--- config.mk ---
export PLATFORM = sky130hd
export DESIGN_NAME = pwm_phase_gen
export DESIGN_NICKNAME = d
export VERILOG_FILES = /design/src/rtl/pwm_pkg.sv /design/src/rtl/pwm_updown_counter.sv /design/src/rtl/pwm_cmp_buffer.sv /design/src/rtl/pwm_wave_gen.sv /design/src/rtl/pwm_phase_gen.sv
export SDC_FILE = /design/constraint.sdc
export NUM_CORES = 1
export LEC_CHECK = 0
export ABC_AREA = 1
export BUFFER_PORTS_ARGS = -buffer_cell sky130_fd_sc_hd__buf_2
export CAP_MARGIN = 30
export CORE_MARGIN = 2
export CORE_UTILIZATION = 65
export DETAILED_ROUTE_END_ITERATION = 10
export PLACE_DENSITY = 0.84
export SYNTH_ARGS = -nofsm -noshare
export SYNTH_HDL_FRONTEND = slang
export SYNTH_SLANG_ARGS = --single-unit
--- constraint.sdc ---
create_clock -name clk -period 3.5 [get_ports clk]
set_input_delay 0.7 -clock clk [delete_from_list [all_inputs] [get_ports clk]]
set_output_delay 0.7 -clock clk [all_outputs]
set_load 0.005 [all_outputs]
--- src/rtl/pwm_pkg.sv ---
// Shared definitions for the phase-correct PWM generator.
// Assumes the counter width is at least 10 so every resolution code fits.
package pwm_pkg;

    typedef enum logic [1:0] {
        OM_OFF     = 2'b00,
        OM_OFF_ALT = 2'b01,
        OM_NONINV  = 2'b10,
        OM_INV     = 2'b11
    } out_mode_e;

    // Turning value for a resolution code: code 1 -> 2^(w-2)-1, etc.
    function automatic int unsigned top_code(input int unsigned w, input logic [1:0] code);
        if (code == 2'b00) return 0;
        return (32'd1 << (w - 3 + int'(code))) - 1;
    endfunction

endpackage

--- src/rtl/pwm_updown_counter.sv ---
// Up/down counter between zero and a resolution-dependent TOP.
// Assumes tick is a single-cycle enable already prescaled outside.
// Exposes the next count and step direction so the compare and output
// stages can act on the same edge as the counter.
module pwm_updown_counter #(
    parameter int unsigned CNT_W = 10
) (
    input  logic             clk,
    input  logic             rst_n,
    input  logic             tick,
    input  logic [1:0]       res_sel,
    output logic [CNT_W-1:0] cnt_q,
    output logic [CNT_W-1:0] top_val,
    output logic [CNT_W-1:0] nxt_cnt,
    output logic             restart,
    output logic             adv,
    output logic             step_up,
    output logic             hit_top,
    output logic             hit_zero,
    output logic             res_on
);
    logic [1:0] res_q;
    logic       up_q;

    // Decode the turning value and the step conditions
    always_comb begin
        top_val  = CNT_W'(pwm_pkg::top_code(CNT_W, res_q));
        res_on   = (res_q != 2'b00);
        restart  = (res_sel != res_q) || (res_sel == 2'b00);
        adv      = tick && !restart;
        step_up  = up_q;
        nxt_cnt  = up_q ? cnt_q + 1'b1 : cnt_q - 1'b1;
        hit_top  = adv && up_q && (nxt_cnt == top_val);
        hit_zero = adv && !up_q && (nxt_cnt == '0);
    end

    // Count state: restart on a resolution change, else step on tick
    always_ff @(posedge clk) begin
        if (!rst_n) begin
            res_q <= 2'b00;
            cnt_q <= '0;
            up_q  <= 1'b1;
        end else if (restart) begin
            res_q <= res_sel;
            cnt_q <= '0;
            up_q  <= 1'b1;
        end else if (adv) begin
            cnt_q <= nxt_cnt;
            if (hit_top)       up_q <= 1'b0;
            else if (hit_zero) up_q <= 1'b1;
        end
    end
endmodule

--- src/rtl/pwm_cmp_buffer.sv ---
// Double-buffered compare value: writes go to a staging register,
// and the active register copies it only when load is high.
// Assumes load is asserted at TOP or on a restart.
module pwm_cmp_buffer #(
    parameter int unsigned CNT_W = 10
) (
    input  logic             clk,
    input  logic             rst_n,
    input  logic             wr,
    input  logic [CNT_W-1:0] wr_data,
    input  logic             load,
    output logic [CNT_W-1:0] stage_q,
    output logic [CNT_W-1:0] act_q
);
    // Staging register captures every write
    always_ff @(posedge clk) begin
        if (!rst_n)  stage_q <= '0;
        else if (wr) stage_q <= wr_data;
    end

    // Active register takes the staged value held before this edge
    always_ff @(posedge clk) begin
        if (!rst_n)    act_q <= '0;
        else if (load) act_q <= stage_q;
    end
endmodule

--- src/rtl/pwm_wave_gen.sv ---
// Output level and period marker for the phase-correct PWM.
// Assumes the counter supplies the next count and step direction for the
// current edge; the level register updates on the same edge as the count.
module pwm_wave_gen #(
    parameter int unsigned CNT_W = 10
) (
    input  logic             clk,
    input  logic             rst_n,
    input  logic             restart,
    input  logic             adv,
    input  logic             hit_top,
    input  logic             hit_zero,
    input  logic             step_up,
    input  logic             res_on,
    input  logic [CNT_W-1:0] nxt_cnt,
    input  logic [CNT_W-1:0] top_val,
    input  logic [CNT_W-1:0] act_cmp,
    input  logic [CNT_W-1:0] stage_cmp,
    input  logic [1:0]       out_mode,
    output logic             pwm_out,
    output logic             period_pulse
);
    import pwm_pkg::*;

    logic lvl_q;

    // Internal level: pinned at the extremes, toggled by matches otherwise
    always_ff @(posedge clk) begin
        if (!rst_n || restart) begin
            lvl_q <= 1'b0;
        end else if (adv) begin
            if (hit_top)                 lvl_q <= (stage_cmp >= top_val);
            else if (act_cmp == '0)      lvl_q <= 1'b0;
            else if (act_cmp >= top_val) lvl_q <= 1'b1;
            else if (nxt_cnt == act_cmp) lvl_q <= !step_up;
        end
    end

    // Period marker: one cycle after a downward step reaches zero
    always_ff @(posedge clk) begin
        if (!rst_n) period_pulse <= 1'b0;
        else        period_pulse <= hit_zero;
    end

    // Output polarity selection
    always_comb begin
        unique case (out_mode_e'(out_mode))
            OM_NONINV: pwm_out = res_on && lvl_q;
            OM_INV:    pwm_out = res_on && !lvl_q;
            default:   pwm_out = 1'b0;
        endcase
    end
endmodule

--- src/rtl/pwm_phase_gen.sv ---
// Top of the phase-correct PWM generator: counter, buffered compare and
// waveform stage. Assumes tick is prescaled and cmp_wr is a one-cycle strobe.
module pwm_phase_gen #(
    parameter int unsigned CNT_W = 10
) (
    input  logic             clk,
    input  logic             rst_n,
    input  logic             tick,
    input  logic [1:0]       res_sel,
    input  logic [1:0]       out_mode,
    input  logic             cmp_wr,
    input  logic [CNT_W-1:0] cmp_data,
    output logic             pwm_out,
    output logic             period_pulse
);
    logic [CNT_W-1:0] cnt_q, top_val, nxt_cnt, stage_q, act_q;
    logic             restart, adv, step_up, hit_top, hit_zero, res_on;

    pwm_updown_counter #(.CNT_W(CNT_W)) u_cnt (
        .clk(clk), .rst_n(rst_n), .tick(tick), .res_sel(res_sel),
        .cnt_q(cnt_q), .top_val(top_val), .nxt_cnt(nxt_cnt),
        .restart(restart), .adv(adv), .step_up(step_up),
        .hit_top(hit_top), .hit_zero(hit_zero), .res_on(res_on)
    );

    pwm_cmp_buffer #(.CNT_W(CNT_W)) u_cmp (
        .clk(clk), .rst_n(rst_n), .wr(cmp_wr), .wr_data(cmp_data),
        .load(hit_top || restart), .stage_q(stage_q), .act_q(act_q)
    );

    pwm_wave_gen #(.CNT_W(CNT_W)) u_wave (
        .clk(clk), .rst_n(rst_n), .restart(restart), .adv(adv),
        .hit_top(hit_top), .hit_zero(hit_zero), .step_up(step_up),
        .res_on(res_on), .nxt_cnt(nxt_cnt), .top_val(top_val),
        .act_cmp(act_q), .stage_cmp(stage_q), .out_mode(out_mode),
        .pwm_out(pwm_out), .period_pulse(period_pulse)
    );
endmodule

==> results of run 1 <==
## power groups by stage
stage,registers (mW),logic (mW),clock network [mW]
after global placement,0.454,0.200,0
after global routing,0.449,0.241,0.378
after detailed placement,0.454,0.207,0
final,0.446,0.209,0.367
after floorplan,0.446,0.164,0
after CTS,0.445,0.208,0.369
## final cells by class
class                           instances  area, um2
Clock buffer                            5       68.8
Clock inverter                          2       37.5
Fill cell                             351       1070
Inverter                               46        173
Multi-Input combinational cell        318       1800
Sequential cell                        35        701
Tap cell                               50       62.6
Timing Repair Buffer                   21        110
## per-stage QoR
stage	std cells	hold WS, ns	util, %	total power, mW
CTS	477	0.517	73.3	1.02
global route	477	0.527	73.3	1.07
detailed placement	470	0.494	70.7	0.661
global placement	470	0.494	70.7	0.654
floorplan	407	0.454	-	0.610
finish	477	0.513	73.3	1.02
## state kept, by name, summed over array words and instances (netlist names)
register / cells
u_cmp.act_q: 10
u_cnt.res_q: 2
u_wave.period_pulse: 1
u_cmp.stage_q: 10
u_cnt.cnt_q: 10
u_cnt.step_up: 1
u_wave.lvl_q: 1
## metal layers
layer / wire (um) / vias up / global-route usage (%)
li1: - / 1384 / -
met1: 2670 / 1189 / 32.6
met2: 3020 / 58 / 52.0
met3: 253 / 18 / 4.38
met4: 208 / 0 / 13.7
met5: 0 / - / 0
## placed cells by master (no fill, tap or decap)
| cell | netlist | final |
|---|---|---|
| sky130_fd_sc_hd__a211oi_1 | 1 | 1 |
| sky130_fd_sc_hd__a21oi_1 | 21 | 21 |
| sky130_fd_sc_hd__a21oi_2 | 2 | 2 |
| sky130_fd_sc_hd__a21oi_4 | 1 | 1 |
| sky130_fd_sc_hd__buf_2 | 0 | 19 |
| sky130_fd_sc_hd__buf_4 | 1 | 2 |
| sky130_fd_sc_hd__bufinv_16 | 0 | 1 |
| sky130_fd_sc_hd__clkbuf_8 | 0 | 5 |
| sky130_fd_sc_hd__clkinv_1 | 1 | 1 |
| sky130_fd_sc_hd__clkinvlp_4 | 0 | 1 |
| sky130_fd_sc_hd__dfxtp_1 | 35 | 35 |
| sky130_fd_sc_hd__fa_1 | 1 | 1 |
| sky130_fd_sc_hd__ha_1 | 29 | 29 |
| sky130_fd_sc_hd__inv_1 | 43 | 43 |
| sky130_fd_sc_hd__inv_2 | 2 | 2 |
| sky130_fd_sc_hd__nand2_1 | 81 | 81 |
| sky130_fd_sc_hd__nand2_2 | 13 | 13 |
| sky130_fd_sc_hd__nand2_4 | 3 | 3 |
| sky130_fd_sc_hd__nand3_1 | 31 | 31 |
| sky130_fd_sc_hd__nand3_2 | 4 | 4 |
| sky130_fd_sc_hd__nand3b_1 | 4 | 4 |
| sky130_fd_sc_hd__nand4_1 | 6 | 6 |
| sky130_fd_sc_hd__nor2_1 | 69 | 69 |
| sky130_fd_sc_hd__nor2_2 | 2 | 2 |
| sky130_fd_sc_hd__nor2_4 | 1 | 1 |
| sky130_fd_sc_hd__nor3_1 | 1 | 1 |
| sky130_fd_sc_hd__nor3_2 | 2 | 2 |
| sky130_fd_sc_hd__nor4_1 | 4 | 4 |
| sky130_fd_sc_hd__o2111ai_1 | 1 | 1 |
| sky130_fd_sc_hd__o211ai_1 | 5 | 5 |
| sky130_fd_sc_hd__o21a_1 | 1 | 1 |
| sky130_fd_sc_hd__o21ai_0 | 19 | 19 |
| sky130_fd_sc_hd__o21ai_1 | 8 | 8 |
| sky130_fd_sc_hd__o21ai_2 | 1 | 1 |
| sky130_fd_sc_hd__o21bai_1 | 1 | 1 |
| sky130_fd_sc_hd__or2_4 | 1 | 1 |
| sky130_fd_sc_hd__xnor2_1 | 2 | 2 |
| sky130_fd_sc_hd__xor2_1 | 3 | 3 |
## worst paths after layout
path / from / end / slack, ns / cells after the start
setup / recovery: u_cnt.step_up / u_cmp.act_q[5] / 0.71 / 17
hold / removal: u_cmp.stage_q[7] / u_cmp.act_q[7] / 0.51 / 2
setup reg to reg: u_cnt.step_up / u_cmp.act_q[5] / 0.71 / 17
hold reg to reg: u_cmp.stage_q[7] / u_cmp.act_q[7] / 0.51 / 2
## critical path, stage by stage (launching register included)
cell,delay [ns]
sky130_fd_sc_hd__dfxtp_1,0.44
sky130_fd_sc_hd__inv_1,0.24
sky130_fd_sc_hd__ha_1,0.47
sky130_fd_sc_hd__nand2_1,0.14
sky130_fd_sc_hd__nor2_2,0.17
sky130_fd_sc_hd__nand3_2,0.11
sky130_fd_sc_hd__nand3_2,0.10
sky130_fd_sc_hd__nand2_2,0.09
sky130_fd_sc_hd__nor2_1,0.10
sky130_fd_sc_hd__nand2_1,0.06
sky130_fd_sc_hd__nand2_1,0.06
sky130_fd_sc_hd__nand2_1,0.09
sky130_fd_sc_hd__nor2_4,0.12
sky130_fd_sc_hd__nand2_4,0.07
sky130_fd_sc_hd__nand2_4,0.13
sky130_fd_sc_hd__inv_2,0.11
sky130_fd_sc_hd__nor2_1,0.12
sky130_fd_sc_hd__nor2_1,0.06
## kinds of logic after synthesis
logic type	Yosys count	share of synthesized area, %
AO/OA/AOI/OAI	61	12.9
XOR/XNOR	5	1.61
adder cells (fa/ha/maj)	30	14.1
buffers and inverters	54	8.05
flip-flops	35	25.7
AND/OR/NAND/NOR	222	37.6
==> out/results.ini, run 1 <==
[status]
outcome = completed

[pwr]
clockPowerShare_pct = 35.9
p_sw_mw = 0.310
power-per-cell-area_nw_per_um2 = 346
switching_share_pct = 30.3
pwr-share-comb_pct = 20.5
fraction_of_power_consumed_by_sequential_logic_pct = 43.6
vdd_drop_max_mv = 0.285
leakagePower_nw = 1.51
intPower_mw = 0.712

[route]
detail_route.wirelength_mm = 6.15
vias_per_cell = 5.55
number_of_optimization_iterations_in_the_first_detailed_route_pass = 4
detailroute.via_count = 2649
first_iter_violations = 169
routedWlPerCell_um = 12.9
drc = 0
final_antenna_net_count = 0

[grt]
globalRouteOverflowTotal = 0
grt_max_degree = 24
first_pass_grt_wire_length_mm = 9.97
combined_global_route_utilization_of_all_metal_layers_pct = 28.7
grt_antenna_before_repair = 0
first_global_vias = 2350

[placed_design]
dpl.hpwl_mm = 4.81
dpl_worst_slack_ns = 0.740
portBuffers = 19
placement.cell_area_um2 = 2850
place_congestion = 0.939

[clock_network]
numClockSinks = 35
cts.reportedPaths.clkPinSlew_ns = 0.08
tritoncts.num_buffers = 5
clock_tree.root_cell = sky130_fd_sc_hd__clkbuf_8
htree_levels = 2
clk_path_buf_depth = 2
clkLatencyLatePin_ns = 0.30
post-cts-setup-buffer-count = 0
cts.repair.resized = 0
tritoncts = done
cts_hold_buf = 0

[logic_synthesis]
netlist.area_leader.share_pct = 25.7
yosys_most_used_dff = sky130_fd_sc_hd__dfxtp_1
avgSynthCellArea_um2 = 6.69
leading_cell_types_by_count_after_synthesis = sky130_fd_sc_hd__nand2_1, sky130_fd_sc_hd__nor2_1, sky130_fd_sc_hd__inv_1, sky130_fd_sc_hd__dfxtp_1, sky130_fd_sc_hd__nand3_1
synth-edff-count = 0
cell_taking_the_most_area_after_synthesis = sky130_fd_sc_hd__dfxtp_1
syn_area_um2 = 2720
mappedNetlistNets = 455
yosys.cell_count.top_type = sky130_fd_sc_hd__nand2_1
postSynthCellCount = 407
synth.ff_latch_count = 35
post_synth_num_cell_types = 38
yosys_warnings = 0
async_reset_ff_share_pct = 0
yosysSeqAreaShare_pct = 25.7
synthTopCellsByArea = sky130_fd_sc_hd__dfxtp_1, sky130_fd_sc_hd__ha_1, sky130_fd_sc_hd__nand2_1

[critical_path]
type_of_element_capturing_the_critical_path = flip-flop
cp_data_required_time_ns = 3.69
worst-endpoint-arrival_ns = 2.98
critPathLaunchType = flip-flop
crit_path_max_fanout = 12
timing_worst_setup_path_type = reg -> reg

[die]
floorplan.initialDensity_pct = 67.5
die_height_um = 68.7
design.die.area_um2 = 4720
count_of_boundary_i_o_pins = 20
core_region_area_um2 = 4030
dieWidth_um = 68.7
fp-row-count = 23

[finish]
n_antenna_cell = 0
nNetsFinal = 475
drive_above_1_share_pct = 14.1
postLayoutCellArea_um2 = 2950
area_growth_syn_to_layout_pct = 8.55

[sta]
fin_worst_skew_ns = 0.0119
layout_min_cycle_time_ns = 2.79
unrepaired_setup_endpoints_after_global_routing = false
setup_viol_count_final = 0
report.final.hold_viol_count = 0
worst_slack_ns = 0.712
report.final.slew_viol_count = 0
finalCritPeriodShare_pct = 79.6
fmax_mhz = 359
fin_setup_tns_ns = 0
slew_headroom_pct = 45.8
pin_slew_with_the_least_headroom_to_its_limit_ns = 0.809

[job]
max-cap-violations = 0

[min_path]
hp-class = reg -> reg

(Power assumes the default switching activity.)
==> run 2, diff against run 1 <==
- ABC_AREA: 1 -> 0
- CORE_UTILIZATION: 65 -> 61
- PLACE_DENSITY: 0.84 -> 0.8
- clock period: 3.5 -> 2.82 ns (I/O delays scaled with it)
==> out/results.ini, run 2 <==
[finish]
multi_input_comb_area_um2 = 1960
seqCellArea_um2 = 704
layout_common_cells = sky130_fd_sc_hd__buf_4, sky130_fd_sc_hd__nand2_1, sky130_fd_sc_hd__dfxtp_1
layout_filler_cell_count = 277
n_antenna_cell = 0
most_frequent_standard_cell_in_the_layout_excluding_fill_and_tap_cells = sky130_fd_sc_hd__buf_4
nNetsFinal = 410
drive_above_1_share_pct = 26.7
area_growth_syn_to_layout_pct = 25.3
largest_registers = u_cmp.act_q (10), u_cmp.stage_q (10), u_cnt.cnt_q (10)

[logic_synthesis]
yosys.cell_count.top_type = sky130_fd_sc_hd__dfxtp_1
cell_taking_the_most_area_after_synthesis = sky130_fd_sc_hd__dfxtp_1
leading_cell_types_by_count_after_synthesis = sky130_fd_sc_hd__dfxtp_1, sky130_fd_sc_hd__nand2_1, sky130_fd_sc_hd__ha_1, sky130_fd_sc_hd__nor2_1, sky130_fd_sc_hd__mux2i_1
mappedNetlistNets = 356
synth-edff-count = 0
postSynthCellCount = 308
post_synth_num_cell_types = 57
netlist.area_leader.share_pct = 26.4
synthTopCellsByArea = sky130_fd_sc_hd__dfxtp_1, sky130_fd_sc_hd__ha_1, sky130_fd_sc_hd__mux2i_1
synth.ff_latch_count = 35
yosysSeqAreaShare_pct = 26.4
avgSynthCellArea_um2 = 8.62
yosys_warnings = 0
syn_area_um2 = 2660
async_reset_ff_share_pct = 0
yosys_most_used_dff = sky130_fd_sc_hd__dfxtp_1

[placed_design]
place_congestion = 0.918
dpl.hpwl_mm = 4.86
portBuffers = 19

[route]
detail_route.wirelength_mm = 6.77
drc = 0
first_iter_violations = 277
route.met2.wl_mm = 3.39
detailroute.via_count = 2454
number_of_optimization_iterations_in_the_first_detailed_route_pass = 4
wirelength_met1_mm = 2.91
final_antenna_net_count = 0
met3_wirelength_um = 353
vias_per_cell = 5.94
dr.max_layer_used = met4
routedWlPerCell_um = 16.4

[sta]
minimum_hold_slack_ns = 0.478
setup_viol_count_final = 1
unrepaired_setup_endpoints_after_global_routing = true
report.final.hold_viol_count = 0
slew_headroom_pct = 63.4
layout_min_cycle_time_ns = 2.83
fmax_mhz = 354
fin_setup_tns_ns = -0.00501
report.final.slew_viol_count = 0
finalCritPeriodShare_pct = 100
fin_worst_skew_ns = 0.00862
worst_slack_ns = -0.00501
pin_slew_with_the_least_headroom_to_its_limit_ns = 0.547

[die]
fp-row-count = 23
count_of_boundary_i_o_pins = 20
die_height_um = 70.0
dieWidth_um = 70.0
design.die.area_um2 = 4900
floorplan.initialDensity_pct = 65.0
core_region_area_um2 = 4090

[critical_path]
register_to_register_path_depth = 12
crit_path_max_fanout = 6
worst-endpoint-arrival_ns = 2.99
worstPathCellList = inv_8, ha_4, nor2b_2, o211ai_1, nand3_1, o41ai_4, buf_4, xnor3_1, nor4_2, a211oi_1, nor3b_2, a211oi_2
crit_slowest_cell = sky130_fd_sc_hd__dfxtp_4
critPathLaunchType = flip-flop
timing.critical_path.slowest_cell_delay_ns = 0.40
timing_worst_setup_path_type = reg -> reg
path_delay_family = simple AND/OR/NAND/NOR gates
buffers_inverters_on_critical_path = 2
type_of_element_capturing_the_critical_path = flip-flop
ff2ff_setup_slack_ns = -0.005
cp_data_required_time_ns = 2.98
total_stage_count_of_the_critical_path = 12

[pwr]
leakagePower_nw = 1.45
p_sw_mw = 0.298
intPower_mw = 0.878
clockPowerShare_pct = 40.6
power-per-cell-area_nw_per_um2 = 353
switching_share_pct = 25.3
vdd_drop_max_mv = 0.341
pwr-share-comb_pct = 14.3
post-layout-total-power_mw = 1.18
fraction_of_power_consumed_by_sequential_logic_pct = 45.0

[status]
violations = negative setup slack
outcome = finished with violations

[clock_network]
clk_path_buf_depth = 2
clkLatencyLatePin_ns = 0.29
numClockSinks = 35
tritoncts = done
tritoncts.num_buffers = 5
clock_tree.root_cell = sky130_fd_sc_hd__clkbuf_8
cts.reportedPaths.clkPinSlew_ns = 0.08
htree_levels = 2

[grt]
globalRouteOverflowTotal = 0
first_pass_grt_wire_length_mm = 10.8
first_global_vias = 2277
grt_antenna_before_repair = 0
grt_max_degree = 34
combined_global_route_utilization_of_all_metal_layers_pct = 27.4

[job]
max-cap-violations = 0

[min_path]
hp-class = reg -> reg
min_delay_path_depth = 2

==> run 2: cell type report <==
class,count,share of cell area [%]
Clock buffer,6,2.48
Clock inverter,2,1.05
Inverter,7,1.02
Multi-Input combinational cell,250,59.0
Sequential cell,35,21.2
Tap cell,50,1.88
Timing Repair Buffer,63,13.4
==> run 2: repair_timing <==
item                       4_1_cts  5_1_grt
cloned                           0        0
hold endpoints to repair         0        0
pin swaps                        7        8
setup endpoints to repair        1       10
hold buffers                     0        0
setup buffers                    0        4
gates resized for setup          7       16
==> run 2: worst paths after layout <==
check | start | endpoint
worst max-delay path | u_cnt.step_up | u_wave.lvl_q
worst min-delay path | u_cmp.stage_q[5] | u_cmp.act_q[5]
worst max register to register | u_cnt.step_up | u_wave.lvl_q
worst min register to register | u_cmp.stage_q[5] | u_cmp.act_q[5]
==> run 2: logic make-up (layout without fill, tap and decap cells) <==
logic type      count (synthesis)  in the layout  synth area share [%]
buf+inv                        23             78                  3.44
flops                          35             35                  26.4
xor+xnor                       24             24                  9.14
mux                            25             25                  9.43
fa+ha+maj                      30             30                  14.4
compound gates                 49             49                  13.5
simple gates                  122            122                  23.7
==> run 2: metal layers <==
layer,GRT usage (%),up-vias
met1,33.5,1147
met4,8.55,0
met3,3.90,13
met5,0,-
li1,-,1204
met2,49.2,90
==> run 2: stage by stage <==
step / std cells / setup WS, ns / utilization (%) / instance area [um2]
after floorplan: 308 / 0.00868 / - / 2680
after global placement: 400 / -0.319 / 74.7 / 3050
after detailed placement: 401 / -0.127 / 74.9 / 3060
after CTS: 409 / 0.0210 / 78.9 / 3220
after global routing: 413 / -0.161 / 81.4 / 3330
final: 413 / -0.00501 / 81.4 / 3330
==> run 2: tightest hold or removal path, cell delays in order, from the launching register on <==
cell and delay [ns]:
sky130_fd_sc_hd__dfxtp_1 0.33, sky130_fd_sc_hd__nand2_1 0.06, sky130_fd_sc_hd__mux2i_1 0.05
==> run 2: power groups by stage <==
stage / sequential, mW / combinational [mW] / clock, mW
after global routing: 0.532 / 0.190 / 0.496
after global placement: 0.540 / 0.156 / 0
after CTS: 0.530 / 0.167 / 0.480
after floorplan: 0.536 / 0.119 / 0
final: 0.529 / 0.168 / 0.478
after detailed placement: 0.541 / 0.164 / 0
